`config.mk`:
```
export PLATFORM = sky130hd
export DESIGN_NAME = acc_core
export DESIGN_NICKNAME = d
export VERILOG_FILES = /design/src/rtl/acc_core_pkg.sv /design/src/rtl/acc_alu.sv /design/src/rtl/acc_bus_mux.sv /design/src/rtl/acc_ctrl.sv /design/src/rtl/acc_core.sv
export SDC_FILE = /design/constraint.sdc
export NUM_CORES = 1
export LEC_CHECK = 0
export ABC_AREA = 1
export BUFFER_PORTS_ARGS = -buffer_cell sky130_fd_sc_hd__clkbuf_2
export CAP_MARGIN = 20
export CORE_MARGIN = 3
export CORE_UTILIZATION = 62
export CTS_BUF_LIST = sky130_fd_sc_hd__clkbuf_4 sky130_fd_sc_hd__clkbuf_8
export DETAILED_ROUTE_END_ITERATION = 8
export PLACE_DENSITY = 0.92
export SETUP_SLACK_MARGIN = 0.05
export SLEW_MARGIN = 5
export SYNTH_ARGS = -nofsm -noshare
export SYNTH_HDL_FRONTEND = slang
export SYNTH_HIERARCHICAL = 1
export SYNTH_SLANG_ARGS = --single-unit
```
`constraint.sdc`:
```
create_clock -name clk -period 6.8 [get_ports clk]
set_clock_uncertainty 0.2 [all_clocks]
set_input_delay 1.36 -clock clk [delete_from_list [all_inputs] [get_ports clk]]
set_output_delay 1.36 -clock clk [all_outputs]
set_load 0.01 [all_outputs]
```
`src/rtl/acc_core_pkg.sv`:
```
package acc_core_pkg;

  typedef enum logic [2:0] {
    ALU_ADD   = 3'b000,
    ALU_SUB   = 3'b001,
    ALU_AND   = 3'b010,
    ALU_OR    = 3'b011,
    ALU_XOR   = 3'b100,
    ALU_NOTA  = 3'b101,
    ALU_PASSA = 3'b110,
    ALU_NOTB  = 3'b111
  } alu_op_e;

  localparam logic [3:0] OP_NOP  = 4'h0;
  localparam logic [3:0] OP_ADD  = 4'h1;
  localparam logic [3:0] OP_SUB  = 4'h2;
  localparam logic [3:0] OP_AND  = 4'h3;
  localparam logic [3:0] OP_OR   = 4'h4;
  localparam logic [3:0] OP_XOR  = 4'h5;
  localparam logic [3:0] OP_INV  = 4'h6;
  localparam logic [3:0] OP_LOAD = 4'h7;
  localparam logic [3:0] OP_NOTM = 4'h8;
  localparam logic [3:0] OP_JUMP = 4'h9;
  localparam logic [3:0] OP_BZ   = 4'hA;
  localparam logic [3:0] OP_BNEG = 4'hB;
  localparam logic [3:0] OP_STOP = 4'hF;

  localparam int OPC_W   = 4;
  localparam int SRC_PC  = 0;
  localparam int SRC_IRA = 1;
  localparam int SRC_AC  = 2;
  localparam int SRC_MBR = 3;
  localparam int SRC_ALU = 4;
  localparam int NSRC    = 5;

  typedef enum logic [3:0] {
    ST_INIT, ST_F1, ST_F2, ST_F3, ST_DEC,
    ST_O1, ST_O2, ST_O3, ST_LD, ST_X1, ST_X2,
    ST_BR, ST_INC, ST_HALT
  } ctrl_state_e;

endpackage

```
`src/rtl/acc_alu.sv`:
```
module acc_alu
  import acc_core_pkg::*;
#(
  parameter int W = 16
) (
  input  alu_op_e      op,
  input  logic [W-1:0] a,
  input  logic [W-1:0] b,
  output logic [W-1:0] y
);

  function automatic logic [W-1:0] alu_calc(alu_op_e f, logic [W-1:0] x, logic [W-1:0] z);
    unique case (f)
      ALU_ADD:   return x + z;
      ALU_SUB:   return x - z;
      ALU_AND:   return x & z;
      ALU_OR:    return x | z;
      ALU_XOR:   return x ^ z;
      ALU_NOTA:  return ~x;
      ALU_PASSA: return x;
      default:   return ~z;
    endcase
  endfunction

  assign y = alu_calc(op, a, b);

endmodule

```
`src/rtl/acc_bus_mux.sv`:
```
module acc_bus_mux #(
  parameter int W = 16,
  parameter int N = 5
) (
  input  logic [N-1:0]        sel_oh,
  input  logic [N-1:0][W-1:0] src,
  output logic [W-1:0]        bus
);

  logic [N-1:0][W-1:0] gated;

  for (genvar gi = 0; gi < N; gi++) begin : g_gate
    assign gated[gi] = src[gi] & {W{sel_oh[gi]}};
  end

  always_comb begin
    bus = '0;
    for (int i = 0; i < N; i++) bus = bus | gated[i];
  end

endmodule

```
`src/rtl/acc_ctrl.sv`:
```
module acc_ctrl
  import acc_core_pkg::*;
(
  input  logic            clk,
  input  logic            rst_n,
  input  logic [OPC_W-1:0] opcode,
  input  logic            ac_zero,
  input  logic            ac_neg,
  output logic [NSRC-1:0] src_oh,
  output logic            ld_pc,
  output logic            pc_inc,
  output logic            ld_ac,
  output logic            ld_bop,
  output logic            ld_mar,
  output logic            ld_ir,
  output logic            ld_mbr,
  output logic            mem_rd,
  output logic            fetch_rd,
  output alu_op_e         alu_op,
  output logic            retire_set,
  output logic            halted
);

  ctrl_state_e state_q, state_d;

  function automatic alu_op_e alu_for(logic [OPC_W-1:0] op);
    case (op)
      OP_SUB:  return ALU_SUB;
      OP_AND:  return ALU_AND;
      OP_OR:   return ALU_OR;
      OP_XOR:  return ALU_XOR;
      OP_INV:  return ALU_NOTA;
      OP_NOTM: return ALU_NOTB;
      default: return ALU_ADD;
    endcase
  endfunction

  function automatic ctrl_state_e after_decode(logic [OPC_W-1:0] op, logic z, logic n);
    case (op)
      OP_ADD, OP_SUB, OP_AND, OP_OR, OP_XOR, OP_NOTM, OP_LOAD: return ST_O1;
      OP_INV:  return ST_X2;
      OP_JUMP: return ST_BR;
      OP_BZ:   return z ? ST_BR : ST_INC;
      OP_BNEG: return n ? ST_BR : ST_INC;
      OP_STOP: return ST_HALT;
      default: return ST_INC;
    endcase
  endfunction

  always_ff @(posedge clk or negedge rst_n) begin
    if (!rst_n) state_q <= ST_INIT;
    else        state_q <= state_d;
  end

  always_comb begin
    state_d    = state_q;
    src_oh     = '0;
    ld_pc      = 1'b0;
    pc_inc     = 1'b0;
    ld_ac      = 1'b0;
    ld_bop     = 1'b0;
    ld_mar     = 1'b0;
    ld_ir      = 1'b0;
    ld_mbr     = 1'b0;
    mem_rd     = 1'b0;
    retire_set = 1'b0;
    unique case (state_q)
      ST_INIT: state_d = ST_F1;
      ST_F1: begin
        src_oh[SRC_PC] = 1'b1;
        ld_mar  = 1'b1;
        state_d = ST_F2;
      end
      ST_F2: begin
        mem_rd  = 1'b1;
        state_d = ST_F3;
      end
      ST_F3: begin
        ld_ir   = 1'b1;
        state_d = ST_DEC;
      end
      ST_DEC: state_d = after_decode(opcode, ac_zero, ac_neg);
      ST_O1: begin
        src_oh[SRC_IRA] = 1'b1;
        ld_mar  = 1'b1;
        state_d = ST_O2;
      end
      ST_O2: begin
        mem_rd  = 1'b1;
        state_d = ST_O3;
      end
      ST_O3: begin
        ld_mbr  = 1'b1;
        state_d = (opcode == OP_LOAD) ? ST_LD : ST_X1;
      end
      ST_LD: begin
        src_oh[SRC_MBR] = 1'b1;
        ld_ac   = 1'b1;
        state_d = ST_INC;
      end
      ST_X1: begin
        src_oh[SRC_MBR] = 1'b1;
        ld_bop  = 1'b1;
        state_d = ST_X2;
      end
      ST_X2: begin
        src_oh[SRC_ALU] = 1'b1;
        ld_ac   = 1'b1;
        state_d = ST_INC;
      end
      ST_BR: begin
        src_oh[SRC_IRA] = 1'b1;
        ld_pc      = 1'b1;
        retire_set = 1'b1;
        state_d    = ST_F1;
      end
      ST_INC: begin
        pc_inc     = 1'b1;
        retire_set = 1'b1;
        state_d    = ST_F1;
      end
      default: state_d = ST_HALT;
    endcase
  end

  assign alu_op   = alu_for(opcode);
  assign fetch_rd = (state_q == ST_F2);
  assign halted   = (state_q == ST_HALT);


  bus_one_src_chk: assert property (@(posedge clk) disable iff (!rst_n)
    (ld_pc || ld_ac || ld_bop || ld_mar) |-> $onehot(src_oh));


  operand_seq_chk: assert property (@(posedge clk) disable iff (!rst_n)
    (state_q == ST_O1) |=> (state_q == ST_O2));


  exec_seq_chk: assert property (@(posedge clk) disable iff (!rst_n)
    (state_q == ST_X1) |=> (state_q == ST_X2));


  halt_hold_chk: assert property (@(posedge clk) disable iff (!rst_n)
    halted |=> (halted && !mem_rd && !retire_set));

endmodule

```
`src/rtl/acc_core.sv`:
```
module acc_core
  import acc_core_pkg::*;
#(
  parameter int DATA_W = 16,
  parameter int ADDR_W = 8
) (
  input  logic              clk,
  input  logic              rst_n,
  output logic [ADDR_W-1:0] mem_addr,
  output logic              mem_rd,
  input  logic [DATA_W-1:0] mem_rdata,
  output logic [DATA_W-1:0] acc_value,
  output logic [ADDR_W-1:0] pc_value,
  output logic              retire,
  output logic              halted
);

  localparam int PAD_W = DATA_W - ADDR_W;
  localparam logic [DATA_W-1:0] OPER_MASK = {{PAD_W{1'b0}}, {ADDR_W{1'b1}}};

  logic [ADDR_W-1:0] pc_q, mar_q;
  logic [DATA_W-1:0] ir_q, mbr_q, ac_q, bop_q;
  logic              retire_q;

  logic [NSRC-1:0]             src_oh;
  logic [NSRC-1:0][DATA_W-1:0] bus_src;
  logic [DATA_W-1:0]           bus;
  logic [DATA_W-1:0]           alu_y;
  logic [DATA_W-1:0]           ir_oper;
  alu_op_e                     alu_op;
  logic ld_pc, pc_inc, ld_ac, ld_bop, ld_mar, ld_ir, ld_mbr;
  logic fetch_rd, retire_set;

  function automatic logic [ADDR_W-1:0] pc_step(logic [ADDR_W-1:0] p);
    return p + 1'b1;
  endfunction

  assign ir_oper = ir_q & OPER_MASK;

  acc_ctrl u_ctrl (
    .clk       (clk),
    .rst_n     (rst_n),
    .opcode    (ir_q[DATA_W-1 -: OPC_W]),
    .ac_zero   (ac_q == '0),
    .ac_neg    (ac_q[DATA_W-1]),
    .src_oh    (src_oh),
    .ld_pc     (ld_pc),
    .pc_inc    (pc_inc),
    .ld_ac     (ld_ac),
    .ld_bop    (ld_bop),
    .ld_mar    (ld_mar),
    .ld_ir     (ld_ir),
    .ld_mbr    (ld_mbr),
    .mem_rd    (mem_rd),
    .fetch_rd  (fetch_rd),
    .alu_op    (alu_op),
    .retire_set(retire_set),
    .halted    (halted)
  );

  always_comb begin
    bus_src          = '0;
    bus_src[SRC_PC]  = {{PAD_W{1'b0}}, pc_q};
    bus_src[SRC_IRA] = ir_oper;
    bus_src[SRC_AC]  = ac_q;
    bus_src[SRC_MBR] = mbr_q;
    bus_src[SRC_ALU] = alu_y;
  end

  acc_bus_mux #(.W(DATA_W), .N(NSRC)) u_bus (
    .sel_oh(src_oh),
    .src   (bus_src),
    .bus   (bus)
  );

  acc_alu #(.W(DATA_W)) u_alu (
    .op(alu_op),
    .a (ac_q),
    .b (bop_q),
    .y (alu_y)
  );

  always_ff @(posedge clk or negedge rst_n) begin
    if (!rst_n) begin
      pc_q     <= '0;
      mar_q    <= '0;
      ir_q     <= '0;
      mbr_q    <= '0;
      ac_q     <= '0;
      bop_q    <= '0;
      retire_q <= 1'b0;
    end else begin
      if (ld_pc)       pc_q <= bus[ADDR_W-1:0];
      else if (pc_inc) pc_q <= pc_step(pc_q);
      if (ld_mar) mar_q <= bus[ADDR_W-1:0];
      if (ld_ir)  ir_q  <= mem_rdata;
      if (ld_mbr) mbr_q <= mem_rdata;
      if (ld_ac)  ac_q  <= bus;
      if (ld_bop) bop_q <= bus;
      retire_q <= retire_set;
    end
  end

  assign mem_addr  = mar_q;
  assign acc_value = ac_q;
  assign pc_value  = pc_q;
  assign retire    = retire_q;


  fetch_addr_chk: assert property (@(posedge clk) disable iff (!rst_n)
    fetch_rd |-> (mem_addr == pc_q));


  pc_target_chk: assert property (@(posedge clk) disable iff (!rst_n)
    ld_pc |=> (pc_q == $past(ir_q[ADDR_W-1:0])));


  acc_from_alu_chk: assert property (@(posedge clk) disable iff (!rst_n)
    (ld_ac && src_oh[SRC_ALU]) |=> (ac_q == $past(alu_y)));


  retire_pulse_chk: assert property (@(posedge clk) disable iff (!rst_n)
    retire |=> !retire);

endmodule

```
Word level (Yosys, flattened, before mapping) --
Index checks and enable logic that the tools add are counted.
Storage, ports and cells: bits in registers 85
Operators by class: add/subtract/negate cells 3, eq/ne operators 31, muxes and demuxes 22, bitwise operators 12, reduce and logical (&&, ||, !) cells 12
Operators with widths (count):
- 16-bit one-hot mux with 7 select lines | 1
- 16-bit OR | 4
- 16-bit AND | 3
- 4-bit == test, second input constant | 11
- 4-bit one-hot mux with 10 select lines | 1
- 8-bit by 16-bit AND with 16-bit output | 2
- 4-bit by 3-bit == test with 1-bit output, second input constant | 8
- 16-bit NOT | 2
- 4-bit one-hot mux with 6 select lines | 1
- 3-bit one-hot mux with 6 select lines | 1
- 16-bit adder | 1
- 4-bit by 2-bit == test with 1-bit output, second input constant | 4
- 16-bit zero test | 1
- 8-bit two-way mux | 2
- 16-bit subtractor | 1
- 16-bit XOR | 1
- 1-bit two-way mux | 14
- 2-bit OR reduction | 6
- 3-bit == test, second input constant | 3
- 8-bit by 1-bit adder with 8-bit output, second input constant | 1
- 4-bit by 1-bit == test with 1-bit output, second input constant | 2
- 7-bit OR reduction | 1
- 3-bit by 2-bit == test with 1-bit output, second input constant | 2
- 3-bit two-way mux | 2
- 5 further kinds | 5

Depth between registers and ports, before layout --
depth in word-level cells 8, gate-level depth with buffers 27

Hierarchy --
The synthesis kept the hierarchy.
By module, submodules not included:
- acc_core | instances 1, cells an instance 232, area each 3196.8 µm², sequential area each 1926.8 µm²
- acc_alu | instances 1, cells an instance 414, area each 2376.0 µm², sequential area each 0.0 µm²
- acc_bus_mux | instances 1, cells an instance 186, area each 799.5 µm², sequential area each 0.0 µm²
- acc_ctrl | instances 1, cells an instance 89, area each 526.8 µm², sequential area each 100.1 µm²

Worst setup path after synthesis --
OpenSTA, ideal clock, no wires.
path kind register to register, start point register ir_q[13], end point register mar_q[7] (netlist: mem_addr[7]), library setup time 0.125 ns, arrival 3.568 ns, data required time 6.475 ns, slack 2.908 ns, stages on the path, launching flop included 24, buffers on the path 1, path through dfrtp_1 > nand2_1 > inv_1 > o31ai_1 > inv_2 > nand3_2 > buf_4 > inv_2 > or2_1 > xor2_1 > inv_1 > ha_1 > nand2_1 > nand2_1 > a21oi_1 > nand2_1 > or2_2 > nand3_1 > nand4_1 > nand2_1 > nand2_1 > inv_1 > nand2_1 > mux2_2
On the way: word-level cells in the longest chain between the ends 6
Ends and longest elaborated chain:
- start: declaration | line acc_core.sv:22 | logic [DATA_W-1:0] ir_q, mbr_q, ac_q, bop_q;
- start signal: assignment | line acc_core.sv:96 | if (ld_ir) ir_q <= mem_rdata;
- 4-bit == test, or another cell as far along | line acc_ctrl.sv:27 | case (op)
- 3-bit one-hot mux with 6 select lines (*) | line acc_ctrl.sv:27
- named net alu_op[2] | line acc_core.sv:30 | alu_op_e alu_op;
- 3-bit == test, or another cell as far along | line acc_alu.sv:13 | unique case (f)
- 16-bit one-hot mux with 7 select lines (*) | line acc_alu.sv:13
- named net alu_y[7] | line acc_core.sv:28 | logic [DATA_W-1:0] alu_y;
- 16-bit AND (*) | line acc_bus_mux.sv:13 | assign gated[gi] = src[gi] & {W{sel_oh[gi]}};
- 16-bit OR (*) | line acc_bus_mux.sv:18 | for (int i = 0; i < N; i++) bus = bus | gated[i];
- named net bus[7] | line acc_core.sv:27 | logic [DATA_W-1:0] bus;
- end signal: assignment | line acc_core.sv:95 | if (ld_mar) mar_q <= bus[ADDR_W-1:0];
- end: declaration | line acc_core.sv:21 | logic [ADDR_W-1:0] pc_q, mar_q;
Mark *: on every way through the listed nets, which the timed path passes. The rest lies on a longest branch. A chain may end at the register's enable or synchronous reset.

Final worst setup path --
Ends and elaborated chain as after synthesis.

==> out/results.ini <==
[status]
status=finished, final reports clean

[sta]
setup_viol=0
worst_pin_slew_ns=1.04
min_period_ns=4.47
rsz0062_at_grt=false
fin_tns_setup_ns=0
finalHoldViolations=0
report.final.slew_viol_count=0
clock.fmax_mhz=224
slew_headroom=0.301
final.period_utilization=0.658

[worst_setup_path]
worst_setup_path_start_kind=flip-flop
reg2reg_depth=22
cp.required_ns=6.86
end_kind=flip-flop
path_max_fanout=12
r2r-end=mem_addr[7]
arrival_ns=4.54
ff2ff_setup_slack_ns=2.33
crit_type=flip-flop to flip-flop
worst_r2r_startpoint=ir_q[13]

[detailed_routing]
drtAntennaViolNets=0
first_pass_iters=6
vias=6399
drt_iter0_drc=693
wl_per_cell_um=16.1
via_per_inst=5.71
drc=0
drt-total-wl_mm=18.0

[place]
portBuffers=52
dp_hpwl_mm=13.2
gp_congestion=0.959

[synth]
synth.avg_cell_area_um2=7.49
synth-warning-count=6
syn_inst=920
netlist_area_mm2=0.00690

[worst_hold_path]
worstHoldPathCells=1
holdCritStartpoint=mem_addr[2]
hold_end=mem_addr[2]
hold_path.class=flip-flop to flip-flop

[cts]
cts-root-buf=clkbuf_8
cts_made_buffers=9
clk_pin_slew_worst_paths_ns=0.10
clockBufferDepth=2
cts_resized=0
cts_tree=yes
hold_buffers=0
clk_latency_ns=0.37
htree_num_levels=3
cts_sinks=81
post-cts-setup-buffers=0

[die]
pin_count=53
core_area_mm2=0.0106
initial_utilization=0.653
die_y_um=111
die-area_mm2=0.0124
die_x_um=111
rows=37

[global_routing]
grt_pass1_wl_mm=29.7
grt_max_degree=82
grt_pass1_vias=6045
grt_overflow_total=0
antenna_found_initial=0
grt_usage=0.291

[finish]
nFillCells=860
layout-drive-gt1-share=0.195
area_delta_synth_final_pct=7.48
fin_nets=1047
diodes=0

[flow_run]
max-cap-violations=0

-- placed cells by master, fill, tap and decap left out, types with 4 or more instances in the layout --
master,instances
nand2_2,19
o21ai_0,23
nor3_2,5
ha_1,49
conb_1,17
nor3_1,5
inv_2,12
buf_4,9
nor2_1,69
nand3_1,46
nor2_4,4
or2_2,6
nand2_1,279
a211oi_1,13
xor2_1,13
clkbuf_8,9
mux2_2,41
mux2_4,20
a21oi_1,20
o21ai_1,11
nor2_2,4
o2111ai_1,8
nand3b_1,4
nand4_1,10
clkbuf_2,51
a22oi_1,7
inv_1,117
dfrtp_1,81
-- worst max-delay path, cell delays in order (launching register included) --
cell and delay, ns:
dfrtp_1 0.45, nand2_1 0.12, inv_1 0.07, o31ai_1 0.86
inv_2 0.10, nand3_2 0.23, inv_2 0.11, or2_1 0.23
xor2_1 0.14, inv_1 0.06, ha_1 0.32, nand2_1 0.08
nand2_1 0.06, a21oi_1 0.13, nand2_1 0.13, or2_2 0.29
nand3_1 0.08, nand4_1 0.09, nand2_1 0.10, nand2_1 0.06
inv_1 0.05, nand2_1 0.09, mux2_2 0.30
-- flip-flops by register name, summed over array words and instances, names as in the netlist --
register	flops
acc_value	16
bop_q	16
ir_q	12
mbr_q	16
mem_addr	8
pc_value	8
retire	1
u_ctrl/state_q	4
-- area by class of cell --
cell class              instances  area [um^2]  share of cell area
clock buffers                   9          124              0.0167
inverters                     129          484              0.0653
well taps                     136          170              0.0230
clock inverters                 7         76.3              0.0103
flip-flops and latches         81         2030               0.274
multi-input cells             697         4180               0.564
repair buffers                 61          350              0.0473
-- per-stage QoR --
stage | setup WS [ns] | hold WS [ns] | std cells | area, um^2 | util
after global routing | 1.90 | 0.328 | 1120 | 7410 | 0.702
after floorplan | 2.91 | 0.281 | 935 | 6950 | -
after CTS | 2.43 | 0.317 | 1118 | 7380 | 0.699
after detailed placement | 2.46 | 0.297 | 1102 | 7180 | 0.680
after global placement | 2.61 | 0.291 | 1102 | 7180 | 0.680
final | 2.33 | 0.313 | 1120 | 7410 | 0.702
-- metal layers --
layer,global-route usage,part of all wire
met5,0,0
met4,0.0925,0.022
met3,0.0592,0.10
met2,0.470,0.46
met1,0.395,0.42
-- how the worst max path moves through the flow --
| stage | from | end | slack (ns) |
|---|---|---|---|
| after global placement | ir_q[13] | mem_addr[7] | 2.61 |
| final | ir_q[13] | mem_addr[7] | 2.33 |
| after global routing | ir_q[13] | acc_value[7] | 1.90 |
| after floorplan | ir_q[13] | mem_addr[7] | 2.91 |
| after CTS | ir_q[13] | mem_addr[7] | 2.43 |
| after detailed placement | ir_q[13] | mem_addr[7] | 2.46 |
Power is left out: the tool's default activity adds up to more than one toggle a clock period on the data nets, which glitch-free logic cannot reach.
